### config.mk
export PLATFORM = sky130hd
export DESIGN_NAME = amclk_gen
export DESIGN_NICKNAME = d
export VERILOG_FILES = /design/src/rtl/amclk_pkg.sv /design/src/rtl/amclk_cfg_decode.sv /design/src/rtl/amclk_frame_timer.sv /design/src/rtl/amclk_gen.sv
export SDC_FILE = /design/constraint.sdc
export NUM_CORES = 1
export LEC_CHECK = 0
export CELL_PAD_IN_SITES_DETAIL_PLACEMENT = 0
export CELL_PAD_IN_SITES_GLOBAL_PLACEMENT = 1
export CORE_UTILIZATION = 44
export DETAILED_ROUTE_END_ITERATION = 7
export DONT_BUFFER_PORTS = 1
export GPL_ROUTABILITY_DRIVEN = 0
export HOLD_SLACK_MARGIN = 0.03
export PLACE_DENSITY_LB_ADDON = 0.1
export RECOVER_POWER = 100
export SYNTH_ARGS = -nofsm -noshare
export SYNTH_HDL_FRONTEND = slang
export SYNTH_HIERARCHICAL = 1
export SYNTH_SLANG_ARGS = --single-unit
### constraint.sdc
create_clock -name clk -period 4.8 [get_ports clk]
set_input_delay 0.72 -clock clk [delete_from_list [all_inputs] [get_ports clk]]
set_output_delay 0.72 -clock clk [all_outputs]
set_load 0.05 [all_outputs]
### src/rtl/amclk_pkg.sv
package amclk_pkg;

   localparam int RATE_W = 3;
   localparam int WORD_W = 2;
   localparam int MAX_MULT = 18;

   typedef struct packed {
      logic [RATE_W-1:0] rate;
      logic              dsp;
      logic [WORD_W-1:0] word;
   } amclk_cfg_t;

   // multiple of the base unit for each rate code; 0 marks the reserved code
   function automatic int unsigned rate_mult(input logic [RATE_W-1:0] code);
      case (code)
         3'd0:    return 2;
         3'd1:    return 3;
         3'd2:    return 4;
         3'd3:    return 6;
         3'd4:    return 8;
         3'd5:    return 12;
         3'd6:    return MAX_MULT;
         default: return 0;
      endcase
   endfunction

endpackage

### src/rtl/amclk_cfg_decode.sv
module amclk_cfg_decode
   import amclk_pkg::*;
#(
   parameter int UNIT  = 64,
   parameter int CNT_W = 12
) (
   input  amclk_cfg_t       cfg,
   output logic [CNT_W-1:0] frame_len,
   output logic [CNT_W-1:0] half_len,
   output logic [1:0]       bit_shift,
   output logic             reserved,
   output logic             illegal
);

   int unsigned mult;

   always_comb begin
      mult      = rate_mult(cfg.rate);
      reserved  = (mult == 0);
      half_len  = CNT_W'(mult * UNIT);
      frame_len = CNT_W'(2 * mult * UNIT);
      if (cfg.dsp)
         bit_shift = 2'd0;
      else if (cfg.rate < 3'd2)
         bit_shift = 2'd1;
      else
         bit_shift = 2'd2;
      illegal = reserved
              | (cfg.dsp & (cfg.rate == 3'd0) & (cfg.word != 2'd0))
              | (cfg.dsp & (cfg.rate == 3'd1) & (cfg.word == 2'd3));
   end

endmodule

### src/rtl/amclk_frame_timer.sv
module amclk_frame_timer #(
   parameter int CNT_W = 12
) (
   input  logic             clk,
   input  logic             rst,
   input  logic             hold,
   input  logic [CNT_W-1:0] frame_len,
   output logic [CNT_W-1:0] cnt,
   output logic [CNT_W-1:0] cnt_nxt
);

   always_comb begin
      if (hold || (cnt == frame_len - CNT_W'(1)))
         cnt_nxt = '0;
      else
         cnt_nxt = cnt + CNT_W'(1);
   end

   always_ff @(posedge clk) begin
      if (rst)
         cnt <= '0;
      else
         cnt <= cnt_nxt;
   end

endmodule

### src/rtl/amclk_gen.sv
module amclk_gen
   import amclk_pkg::*;
#(
   parameter int UNIT = 64
) (
   input  logic              clk,
   input  logic              rst,
   input  logic [RATE_W-1:0] rate_sel,
   input  logic              dsp_en,
   input  logic [WORD_W-1:0] word_sel,
   output logic              bit_clk,
   output logic              frame_clk,
   output logic              bit_fall_stb,
   output logic              bit_rise_stb,
   output logic              cfg_bad
);

   localparam int CNT_W = $clog2(2 * MAX_MULT * UNIT);

   generate
      if (UNIT < 4 || (UNIT % 4) != 0) begin : g_bad_unit
         $error("UNIT must be a positive multiple of 4");
      end
      if (CNT_W < 3) begin : g_bad_width
         $error("frame counter too narrow");
      end
   endgenerate

   amclk_cfg_t cfg_in, cfg_q, cfg_nxt;
   logic [CNT_W-1:0] cnt, cnt_nxt;
   logic [CNT_W-1:0] flen_a, flen_n, half_a, half_n;
   logic [1:0] sh_a, sh_n;
   logic res_a, res_n, bad_a, bad_n;
   logic bclk_nxt, fclk_nxt;

   assign cfg_in = '{rate: rate_sel, dsp: dsp_en, word: word_sel};

   // settings in force now, and settings for the cycle being computed
   amclk_cfg_decode #(.UNIT(UNIT), .CNT_W(CNT_W)) u_dec_act (
      .cfg(cfg_q), .frame_len(flen_a), .half_len(half_a),
      .bit_shift(sh_a), .reserved(res_a), .illegal(bad_a));

   amclk_cfg_decode #(.UNIT(UNIT), .CNT_W(CNT_W)) u_dec_nxt (
      .cfg(cfg_nxt), .frame_len(flen_n), .half_len(half_n),
      .bit_shift(sh_n), .reserved(res_n), .illegal(bad_n));

   amclk_frame_timer #(.CNT_W(CNT_W)) u_timer (
      .clk(clk), .rst(rst), .hold(res_a), .frame_len(flen_a),
      .cnt(cnt), .cnt_nxt(cnt_nxt));

   // new settings are taken only when the counter returns to frame start
   assign cfg_nxt = (cnt_nxt == '0) ? cfg_in : cfg_q;

   always_comb begin
      case (sh_n)
         2'd0:    bclk_nxt = cnt_nxt[0];
         2'd1:    bclk_nxt = cnt_nxt[1];
         default: bclk_nxt = cnt_nxt[2];
      endcase
      if (cfg_nxt.dsp)
         fclk_nxt = (cnt_nxt == '0) | ((cnt_nxt == CNT_W'(1)) & frame_clk);
      else
         fclk_nxt = (cnt_nxt >= half_n);
      if (res_n) begin
         bclk_nxt = 1'b0;
         fclk_nxt = 1'b0;
      end
   end

   always_ff @(posedge clk) begin
      if (rst) begin
         cfg_q        <= cfg_in;
         bit_clk      <= 1'b0;
         frame_clk    <= 1'b0;
         bit_fall_stb <= 1'b0;
         bit_rise_stb <= 1'b0;
      end else begin
         cfg_q        <= cfg_nxt;
         bit_clk      <= bclk_nxt;
         frame_clk    <= fclk_nxt;
         bit_fall_stb <= bit_clk & ~bclk_nxt;
         bit_rise_stb <= ~bit_clk & bclk_nxt;
      end
   end

   assign cfg_bad = bad_a;

   a_r1_cnt_in_frame: assert property (@(posedge clk) disable iff (rst)
      !res_a |-> (cnt < flen_a));
   a_r8_fall_after_high: assert property (@(posedge clk) disable iff (rst)
      bit_fall_stb |-> (!bit_clk && $past(bit_clk)));
   a_r8_rise_after_low: assert property (@(posedge clk) disable iff (rst)
      bit_rise_stb |-> (bit_clk && !$past(bit_clk)));
   a_r7_frame_on_fall: assert property (@(posedge clk) disable iff (rst)
      ((frame_clk != $past(frame_clk)) && !$past(res_a)) |-> bit_fall_stb);
   a_r9_cfg_locked: assert property (@(posedge clk) disable iff (rst)
      (cnt != '0) |-> $stable(cfg_q));
   a_r11_reserved_quiet: assert property (@(posedge clk) disable iff (rst)
      res_a |-> (!bit_clk && !frame_clk && cfg_bad && cnt == '0));

endmodule

# Word-level counts from Yosys, hierarchy flattened
# Index checks and enable logic that the tools add are counted.
[word_totals]
regBits = 22
input_bits = 8
[classes]
n_eq_ne = 16
mux = 10
n_reduce_logical = 10
order_cmp = 2
n_addsub = 2
bitwise = 12
[op_table]
columns = ["operator", "count"]
rows = [
  ["$pmux 5 s7", 2],
  ["$logic_not 32->1", 2],
  ["$eq 3x3->1 const B", 6],
  ["$add 12x1->12 const B", 1],
  ["$eq 12x1->1 const B", 1],
  ["$eq 12x12->1", 1],
  ["$eq 3x2->1 const B", 4],
  ["$ge 12x12->1", 1],
  ["$logic_not 12->1", 1],
  ["$mux 12", 1],
  ["$mux 6", 2],
  ["$sub 12x1->12 const B", 1],
  ["$and 1x1->1", 7],
  ["$eq 3x1->1 const B", 2],
  ["$logic_not 3->1", 2],
  ["$mux 2", 2],
  ["$reduce_bool 2->1", 2],
  ["$lt 3x2->1 const B", 1],
  ["$or 1x1->1", 3],
  ["$eq 2x1->1 const B", 1],
  ["$eq 2x2->1 const B", 1],
  ["$logic_not 2->1", 1],
  ["$mux 1", 2],
  ["$not 1->1", 2],
  ["3 further kinds", 3],
]

# Depth between registers and ports, before layout
# Gate-level depths: netlist (run 1).
[logic_depth]
ltp_word = 16
ltp_mapped = 25
mapped_depth_nobuf = 21

# Hierarchy
# Netlist (run 1), hierarchy kept.
[modules_own_cells]
columns = ["mod", "n_inst", "seq_area_each_um2", "cells_per_inst", "area_each_um2"]
rows = [
  ["amclk_frame_timer", 1, 240.2, 136, 1148.6],
  ["amclk_gen", 1, 200.2, 80, 772.0],
  ["amclk_cfg_decode", 2, 0.0, 37, 234.0],
]

# Worst setup path before layout (run 1)
# Ideal clock, no wire load.
[synth_timing]
path_type = "register -> register"
startpoint = "register cfg_q[4] (netlist name)"
endpoint = "register frame_clk"
t_arrival_ns = 4.399
path_stages_with_launch = 24
slack_ns = 0.320
setup_ns = 0.081
n_path_buf = 3
path_cell_list = "dfxtp_1 -> inv_2 -> nor2_1 -> xnor2_1 -> or4_1 -> nor3_2 -> xnor2_1 -> a2111oi_2 -> and3_1 -> buf_6 -> buf_12 -> nor3b_2 -> nor4_2 -> nand3_2 -> mux2_1 -> nor2_1 -> and2_1 -> buf_4 -> inv_1 -> ha_1 -> nand4_1 -> nor3_1 -> o31ai_1 -> a41oi_1"
[synth_rtl]
columns = ["element", "line_no", "source"]
rows = [
  ["from (decl)", "amclk_gen.sv:29", "amclk_cfg_t cfg_in, cfg_q, cfg_nxt;"],
  ["from (signal assigned)", "amclk_gen.sv:72", "cfg_q <= cfg_in;"],
  ["from (signal assigned)", "amclk_gen.sv:78", "cfg_q <= cfg_nxt;"],
  ["to (signal assigned)", "amclk_gen.sv:80", "frame_clk <= fclk_nxt;"],
  ["to (decl)", "amclk_gen.sv:12", "output logic frame_clk,"],
]

==> tab_implementation.tex, run 1 <==
\begin{tabular}{lr}
\hline
Metric & Value \\
\hline
\multicolumn{2}{l}{\textbf{Pwr}} \\
Clock Power Share & a little under a fifth \\
Internal portion of total power & $\sim$0.43 mW \\
Largest vdd supply drop & around 0.17 mV \\
Net switching share of the total power & between 40\% and 50\% \\
Static leakage & around 0.88 nW \\
PD cells & $\sim$320 nW/um2 \\
Fraction of power consumed by combinational cells & approximately 45\% \\
Sequential share of power & a little under two fifths \\
Power dissipated by switching net loads & just over 0.3 mW \\
\multicolumn{2}{l}{\textbf{STA}} \\
Setup clock skew after layout & approximately 0.0029 ns \\
Highest clock frequency the design can meet & approximately 0.23 GHz \\
Final Hold Viols & 0 \\
Total of endpoints with negative setup slack in the final report & 0 \\
Slew at the pin closest to its max-slew limit & between 0.8 and 0.9 ns \\
Slew headroom & a little over two fifths \\
Post-layout minimum cycle time & 4.42 ns \\
WHS & 0.511 ns \\
Total Negative Setup Slacks & 0 ns \\
Setup repair after global routing missed its margin & false \\
Count of pins over their slew limit & 0 \\
Final period utilization & 92.2\% \\
\multicolumn{2}{l}{\textbf{Routing}} \\
Number of DRC markers in iteration 0 & 47 \\
DRC viols & 0 \\
Via count & about 1700 \\
Post-DR vias/cell & 5.18 \\
Remaining antenna violation count & 0 \\
Total detailed-routing wirelength & about 4500 um \\
First-pass iteration count of the detailed router & 4 \\
Post-DR wirelength/cell & about 14 um \\
\multicolumn{2}{l}{\textbf{Final layout}} \\
Proportion of layout cells with a drive suffix above 1 & 18.8\% \\
Multi-input gate area & $\sim$1500 um2 \\
Footprint of the flip-flops and latches & approximately 450 um2 \\
Fill cell instance count of the final layout & a little over 500 \\
\# nets final & roughly 280 \\
Number of antenna cells inserted & 0 \\
Synthesis-to-finish area growth & 3.71\% \\
\multicolumn{2}{l}{\textbf{Clock network}} \\
H-tree depth reported by CTS & 1 \\
Number of buffers created by CTS & 3 \\
Number of buffers added to fix hold violations after cts & 0 \\
Clock transition at the registers of the reported paths & $\sim$0.080 ns \\
TritonCTS clock tree & built \\
CTS sink count & 22 \\
Root buffer selected by CTS & sky130\_fd\_sc\_hd\_\_clkbuf\_8 \\
Max Root-Sink Buffers & 2 \\
Clock latency on the worst-skew pair & about 0.27 ns \\
\multicolumn{2}{l}{\textbf{Yosys}} \\
Cell area after synthesis & approximately 2200 um2 \\
Post-synthesis area per instance & around 8.3 um2 \\
Synthesized instance count & 263 \\
Warning count from the yosys run & 6 \\
\multicolumn{2}{l}{\textbf{Setup path}} \\
Sort of element at the start of the critical path & flip-flop \\
Category of the worst setup path capture point & flip-flop \\
Data required time of the worst path & $\sim$5 ns \\
Critical Path AT & 4.62 ns \\
Path type of the worst setup path & flip-flop to flip-flop \\
Critical path peak fanout & 12 \\
\multicolumn{2}{l}{\textbf{Floorplanning}} \\
Starting density of the core & about 46\% \\
I/O pins & 13 \\
Area inside the core boundary & approximately 4800 um2 \\
Area of the die & approximately 5300 um2 \\
Row Count & 25 \\
Width of the chip & roughly 73 um \\
Die Ht & just over 70 um \\
\multicolumn{2}{l}{\textbf{Hold path}} \\
Hold crit path type & primary input to flip-flop \\
\multicolumn{2}{l}{\textbf{Global route}} \\
Antenna violations before repair & 0 \\
Total routing resource utilization after global routing & about 19\% \\
Wire length of the first global-routing pass & approximately 7600 um \\
Maximum number of pins on one net before global-route repair & 25 \\
Aggregate global routing overflow & 0 \\
Vias in the first global route & around 1600 \\
\multicolumn{2}{l}{\textbf{Placed design}} \\
IO buf count & 0 \\
DP HPWL & between 3000 and 4000 um \\
\multicolumn{2}{l}{\textbf{Flow run}} \\
Max Cap Viol & 0 \\
\multicolumn{2}{l}{\textbf{Run status}} \\
Status & finished clean \\
\hline
\end{tabular}
[final timing paths]
kind                           to  slack (ns)  cells past startpoint              from
max          frame_clk$_SDFF_PP0_        0.38                     21  cfg_q[3]$_DFF_P_
max reg2reg  frame_clk$_SDFF_PP0_        0.38                     21  cfg_q[3]$_DFF_P_
min reg2reg      cfg_q[0]$_DFF_P_        0.52                      1  cfg_q[0]$_DFF_P_
min            bit_clk$_SDFF_PP0_        0.51                      1               rst
[flip-flops by register name, summed over array words and instances, names as in the netlist]
register and flops:
frame_clk 1, bit_clk 1, cfg_q 6, bit_rise_stb 1
u_timer/cnt 12, bit_fall_stb 1
[placed cells by master (no fill, tap or decap), drive strengths merged, types with 3 or more instances in the layout]
| master | n |
|---|---|
| dfxtp | 22 |
| nor2 | 20 |
| inv | 19 |
| xnor2 | 18 |
| nor3 | 18 |
| nor4 | 16 |
| ha | 14 |
| conb | 14 |
| nand2 | 12 |
| o21ai | 9 |
| mux2 | 9 |
| xor2 | 8 |
| and3 | 6 |
| nand3 | 6 |
| nand2b | 5 |
| a21oi | 5 |
| clkbuf | 5 |
| buf | 5 |
| nand4 | 4 |
| a31oi | 3 |
| mux2i | 3 |
| nor2b | 3 |
[power groups by stage]
stage	combinational, mW	sequential [mW]	clock [mW]
global placement	0.311	0.269	0
CTS	0.312	0.265	0.139
global route	0.369	0.274	0.148
detailed placement	0.311	0.270	0
floorplan	0.286	0.263	0
finish	0.326	0.268	0.137
[timing repair]
action                                  in CTS  in global routing
endpoints found under the hold margin        0                  0
resized for setup                            0                 12
endpoints found under the setup margin       0                  2
buffers inserted                             0                  0
[worst max-delay path, stage by stage, from the launching register on]
cell,delay [ns]
sky130_fd_sc_hd__dfxtp_4,0.38
sky130_fd_sc_hd__nor2_2,0.14
sky130_fd_sc_hd__xnor2_2,0.11
sky130_fd_sc_hd__or4_4,0.47
sky130_fd_sc_hd__nor3_2,0.14
sky130_fd_sc_hd__xnor2_1,0.12
sky130_fd_sc_hd__a2111oi_2,0.34
sky130_fd_sc_hd__and3_4,0.28
sky130_fd_sc_hd__buf_12,0.14
sky130_fd_sc_hd__nor3_1,0.08
sky130_fd_sc_hd__nor4_2,0.43
sky130_fd_sc_hd__nand3_2,0.19
sky130_fd_sc_hd__mux2_4,0.38
sky130_fd_sc_hd__nor2b_2,0.13
sky130_fd_sc_hd__nand2_1,0.05
sky130_fd_sc_hd__o21ai_0,0.07
sky130_fd_sc_hd__inv_1,0.06
sky130_fd_sc_hd__ha_1,0.26
sky130_fd_sc_hd__nand4_1,0.13
sky130_fd_sc_hd__nor3_2,0.19
sky130_fd_sc_hd__o31ai_1,0.09
sky130_fd_sc_hd__a41oi_1,0.17
[cell type report]
cell class              instances  share of cell area (%)
clock buffers                   4                    2.42
inverters                      19                    3.14
repair buffers                  6                    3.30
multi-input cells             204                    67.9
well taps                      67                    3.69
flip-flops and latches         22                    19.6
[layer usage]
layer | vias to the layer above | routed length [um] | global-route usage (%)
li1 | 891 | - | -
met4 | 0 | 83 | 7.84
met5 | - | 0 | 0
met2 | 10 | 2210 | 31.6
met3 | 5 | 35 | 0.829
met1 | 761 | 2210 | 24.7
[metrics by stage]
step / worst slack [ns] / cell area (um2) / instances / power [mW] / util (%)
2_1_floorplan: 0.418 / 2240 / 275 / 0.549 / -
3_3_place_gp: 0.155 / 2160 / 317 / 0.580 / 45.3
3_5_place_dp: 0.112 / 2160 / 317 / 0.581 / 45.3
4_1_cts: 0.0394 / 2210 / 321 / 0.717 / 46.5
5_1_grt: 0.0340 / 2270 / 322 / 0.791 / 47.8
6_report: 0.375 / 2270 / 322 / 0.731 / 47.8
Note: power is estimated with default switching activity, not from simulation.
==> run 2: changes to the inputs <==
Settings changed: CELL_PAD_IN_SITES_GLOBAL_PLACEMENT 1 to 2, CORE_MARGIN set to 8, CORE_UTILIZATION 44 to 36, REMOVE_ABC_BUFFERS set to 1.
==> run 2 against run 1 <==
Against the previous run: global-route usage is 7.7 points lower; setup slack better by 0.098 ns; clock skew up 0.0039 ns; count of clock-buffer cells in the layout unchanged; register-to-register slack better by 0.098 ns; final area fell by 0.22%; core utilization fell by 9.5 points; critical endpoint unchanged; highest routed layer unchanged.
==> tab_implementation.tex, run 2 (synthesis gave the netlist of run 1 again) <==
\begin{tabular}{lr}
\hline
Metric & Value \\
\hline
\multicolumn{2}{l}{\textbf{Run status}} \\
Status & finished clean (unchanged) \\
\multicolumn{2}{l}{\textbf{Final layout}} \\
Top library cells by usage in the layout, fill and taps aside & 22 x sky130\_fd\_sc\_hd\_\_dfxtp\_1, 20 x sky130\_fd\_sc\_hd\_\_nor2\_1, 18 x sky130\_fd\_sc\_hd\_\_xnor2\_1 (was 20 x sky130\_fd\_sc\_hd\_\_dfxtp\_1, 19 x sky130\_fd\_sc\_hd\_\_nor2\_1, 17 x sky130\_fd\_sc\_hd\_\_inv\_1, 17 x sky130\_fd\_sc\_hd\_\_xnor2\_1, 15 x sky130\_fd\_sc\_hd\_\_nor3\_1) \\
Largest register by flop count & u\_timer/cnt (unchanged) \\
Most common library cell in the layout ignoring fill and taps & sky130\_fd\_sc\_hd\_\_dfxtp\_1 (unchanged) \\
Number of antenna cells inserted & 0 (unchanged) \\
Fill cell instance count of the final layout & 639 (was 505) \\
Synthesis-to-finish area growth & 3.48\% (was 3.71\%) \\
Registers with the most flip-flops & u\_timer/cnt (12), cfg\_q (6) (unchanged) \\
\# nets final & 285 (was 278) \\
Proportion of layout cells with a drive suffix above 1 & 16.8\% (was 18.8\%) \\
Max FFs per register & 12 (unchanged) \\
\multicolumn{2}{l}{\textbf{Pwr}} \\
PD cells & 327 nW/um2 (was 321 nW/um2) \\
Static leakage & 0.893 nW (was 0.882 nW) \\
Total power of the final layout & 0.741 mW (was 0.731 mW) \\
Largest vdd supply drop & 0.163 mV (was 0.173 mV) \\
\multicolumn{2}{l}{\textbf{Floorplanning}} \\
Starting density of the core & 37.0\% (was 46.1\%) \\
I/O pins & 13 (unchanged) \\
Area inside the core boundary & 5920 um2 (was 4750 um2) \\
Width of the chip & 94.1 um (was 72.6 um) \\
Die Ht & 94.1 um (was 72.6 um) \\
Area of the die & 8850 um2 (was 5270 um2) \\
Row Count & 28 (was 25) \\
\multicolumn{2}{l}{\textbf{STA}} \\
Final setup slack of the worst path & 0.473 ns (was 0.375 ns) \\
Highest clock frequency the design can meet & 0.231 GHz (was 0.226 GHz) \\
Total Negative Setup Slacks & 0 ns (unchanged) \\
WHS & 0.519 ns (was 0.511 ns) \\
Count of pins over their slew limit & 0 (unchanged) \\
Setup repair after global routing missed its margin & false (unchanged) \\
Slew headroom & 49.0\% (was 43.9\%) \\
Final period utilization & 90.1\% (was 92.2\%) \\
Total of endpoints with negative setup slack in the final report & 0 (unchanged) \\
Final Hold Viols & 0 (unchanged) \\
Slew at the pin closest to its max-slew limit & 0.765 ns (was 0.841 ns) \\
Post-layout minimum cycle time & 4.33 ns (was 4.42 ns) \\
Setup clock skew after layout & 0.00682 ns (was 0.00288 ns) \\
\multicolumn{2}{l}{\textbf{Setup path}} \\
Critical Path AT & 4.52 ns (was 4.62 ns) \\
Crit-path slowest cell & sky130\_fd\_sc\_hd\_\_or4\_4 (unchanged) \\
Reg-to-reg startpoint & cfg\_q[4]\$\_DFF\_P\_ (was cfg\_q[3]\$\_DFF\_P\_) \\
Critical path peak fanout & 12 (unchanged) \\
Buf+Inv Stages, Crit Path & 3 (was 2) \\
CP delay by family, top & simple AND/OR/NAND/NOR gates (unchanged) \\
Category of the worst setup path capture point & flip-flop (unchanged) \\
Data required time of the worst path & 4.99 ns (was 5.00 ns) \\
Reg-to-reg slack, setup & 0.47 ns (was 0.38 ns) \\
End of the worst register-to-register path & frame\_clk\$\_SDFF\_PP0\_ (unchanged) \\
Path type of the worst setup path & flip-flop to flip-flop (unchanged) \\
Delay contributed by the slowest stage of the critical path & 0.45 ns (was 0.47 ns) \\
Logic depth of the worst register-to-register path & 22 (was 21) \\
Critical path, cell by cell & clkinv\_1, nor2\_1, xnor2\_1, or4\_4, nor3\_2, xnor2\_1, a2111oi\_2, and3\_2, buf\_12, nor3\_1, nor4\_2, nand3\_2, mux2\_4, nor2b\_2, nand2\_1, o21ai\_0, inv\_1, ha\_1, nand4\_1, nor3\_1, o31ai\_1, a41oi\_1 (was nor2\_2, xnor2\_2, or4\_4, nor3\_2, xnor2\_1, a2111oi\_2, and3\_4, buf\_12, nor3\_1, nor4\_2, nand3\_2, mux2\_4, nor2b\_2, nand2\_1, o21ai\_0, inv\_1, ha\_1, nand4\_1, nor3\_2, o31ai\_1, a41oi\_1) \\
Sort of element at the start of the critical path & flip-flop (unchanged) \\
\multicolumn{2}{l}{\textbf{Routing}} \\
DRC viols & 0 (unchanged) \\
Total detailed-routing wirelength & 4780 um (was 4540 um) \\
Remaining antenna violation count & 0 (unchanged) \\
Number of DRC markers in iteration 0 & 54 (was 47) \\
First-pass iteration count of the detailed router & 4 (unchanged) \\
Post-DR wirelength/cell & 14.2 um (was 14.1 um) \\
Post-DR vias/cell & 4.98 (was 5.18) \\
Via count & 1679 (was 1667) \\
\multicolumn{2}{l}{\textbf{Placed design}} \\
DP HPWL & 3890 um (was 3510 um) \\
Post-placement setup slack & 0.294 ns (was 0.112 ns) \\
IO buf count & 0 (unchanged) \\
\multicolumn{2}{l}{\textbf{Hold path}} \\
Startpoint of the lowest-slack hold path & cfg\_q[1]\$\_DFF\_P\_ (was rst) \\
Worst hold stages & 1 (unchanged) \\
Hold crit path type & flip-flop to flip-flop (was primary input to flip-flop) \\
Hold endpoint & cfg\_q[1]\$\_DFF\_P\_ (was bit\_clk\$\_SDFF\_PP0\_) \\
\multicolumn{2}{l}{\textbf{Global route}} \\
Wire length of the first global-routing pass & 7810 um (was 7600 um) \\
Vias in the first global route & 1629 (was 1584) \\
Antenna violations before repair & 0 (unchanged) \\
Aggregate global routing overflow & 0 (unchanged) \\
Maximum number of pins on one net before global-route repair & 25 (unchanged) \\
Total routing resource utilization after global routing & 10.9\% (was 18.6\%) \\
\multicolumn{2}{l}{\textbf{Flow run}} \\
Max Cap Viol & 0 (unchanged) \\
\multicolumn{2}{l}{\textbf{Clock network}} \\
Root buffer selected by CTS & sky130\_fd\_sc\_hd\_\_clkbuf\_8 (unchanged) \\
TritonCTS clock tree & built (unchanged) \\
Number of buffers created by CTS & 3 (unchanged) \\
Max Root-Sink Buffers & 2 (unchanged) \\
Clock latency on the worst-skew pair & 0.26 ns (was 0.27 ns) \\
Clock transition at the registers of the reported paths & 0.09 ns (was 0.08 ns) \\
CTS sink count & 22 (unchanged) \\
H-tree depth reported by CTS & 1 (unchanged) \\
\hline
\end{tabular}
==> run 2: metrics by stage <==
step,std cells,instance area (um2),util (%)
floorplan,245,2020,-
global placement,330,2200,37.2
detailed placement,330,2200,37.2
CTS,334,2260,38.1
global route,337,2270,38.3
finish,337,2270,38.3
==> run 2: power by group <==
| part | internal (mW) | switching (mW) | total (mW) |
|---|---|---|---|
| clock network | 0.0730 | 0.0607 | 0.134 |
| registers | 0.207 | 0.0545 | 0.262 |
| logic | 0.160 | 0.186 | 0.346 |
| total | 0.441 | 0.301 | 0.741 |
==> run 2: worst max-delay path by stage <==
stage                     start              endpoint  slack [ns]  cells past startpoint
3_5_place_dp   cfg_q[4]$_DFF_P_  frame_clk$_SDFF_PP0_        0.29                     22
5_1_grt        cfg_q[4]$_DFF_P_  frame_clk$_SDFF_PP0_        0.01                     22
2_1_floorplan  cfg_q[4]$_DFF_P_  frame_clk$_SDFF_PP0_         0.1                     21
3_3_place_gp   cfg_q[4]$_DFF_P_  frame_clk$_SDFF_PP0_        0.34                     22
4_1_cts        cfg_q[4]$_DFF_P_  frame_clk$_SDFF_PP0_        0.27                     22
6_report       cfg_q[4]$_DFF_P_  frame_clk$_SDFF_PP0_        0.47                     22
==> run 2: final cells by class <==
cell class | count | area, um2 | share of cell area [%]
Timing Repair Buffer | 13 | 103 | 4.52
Clock buffer | 4 | 55.1 | 2.43
Tap cell | 75 | 93.8 | 4.13
Sequential cell | 22 | 440 | 19.4
Multi-Input combinational cell | 204 | 1510 | 66.4
Inverter | 19 | 71.3 | 3.14
==> run 2: per-layer routing <==
layer / vias up / track usage, % / part of all wire, %
met5: - / 0 / 0
met4: 0 / 5.42 / 2.6
met3: 8 / 0.639 / 1.4
met2: 12 / 18.5 / 49
met1: 758 / 13.7 / 47
li1: 901 / - / -
==> run 2: what timing repair did <==
item,4_1_cts,5_1_grt
hold buffers,0,0
gates resized for setup,0,6
buffers inserted,0,2
setup endpoints to repair,0,1
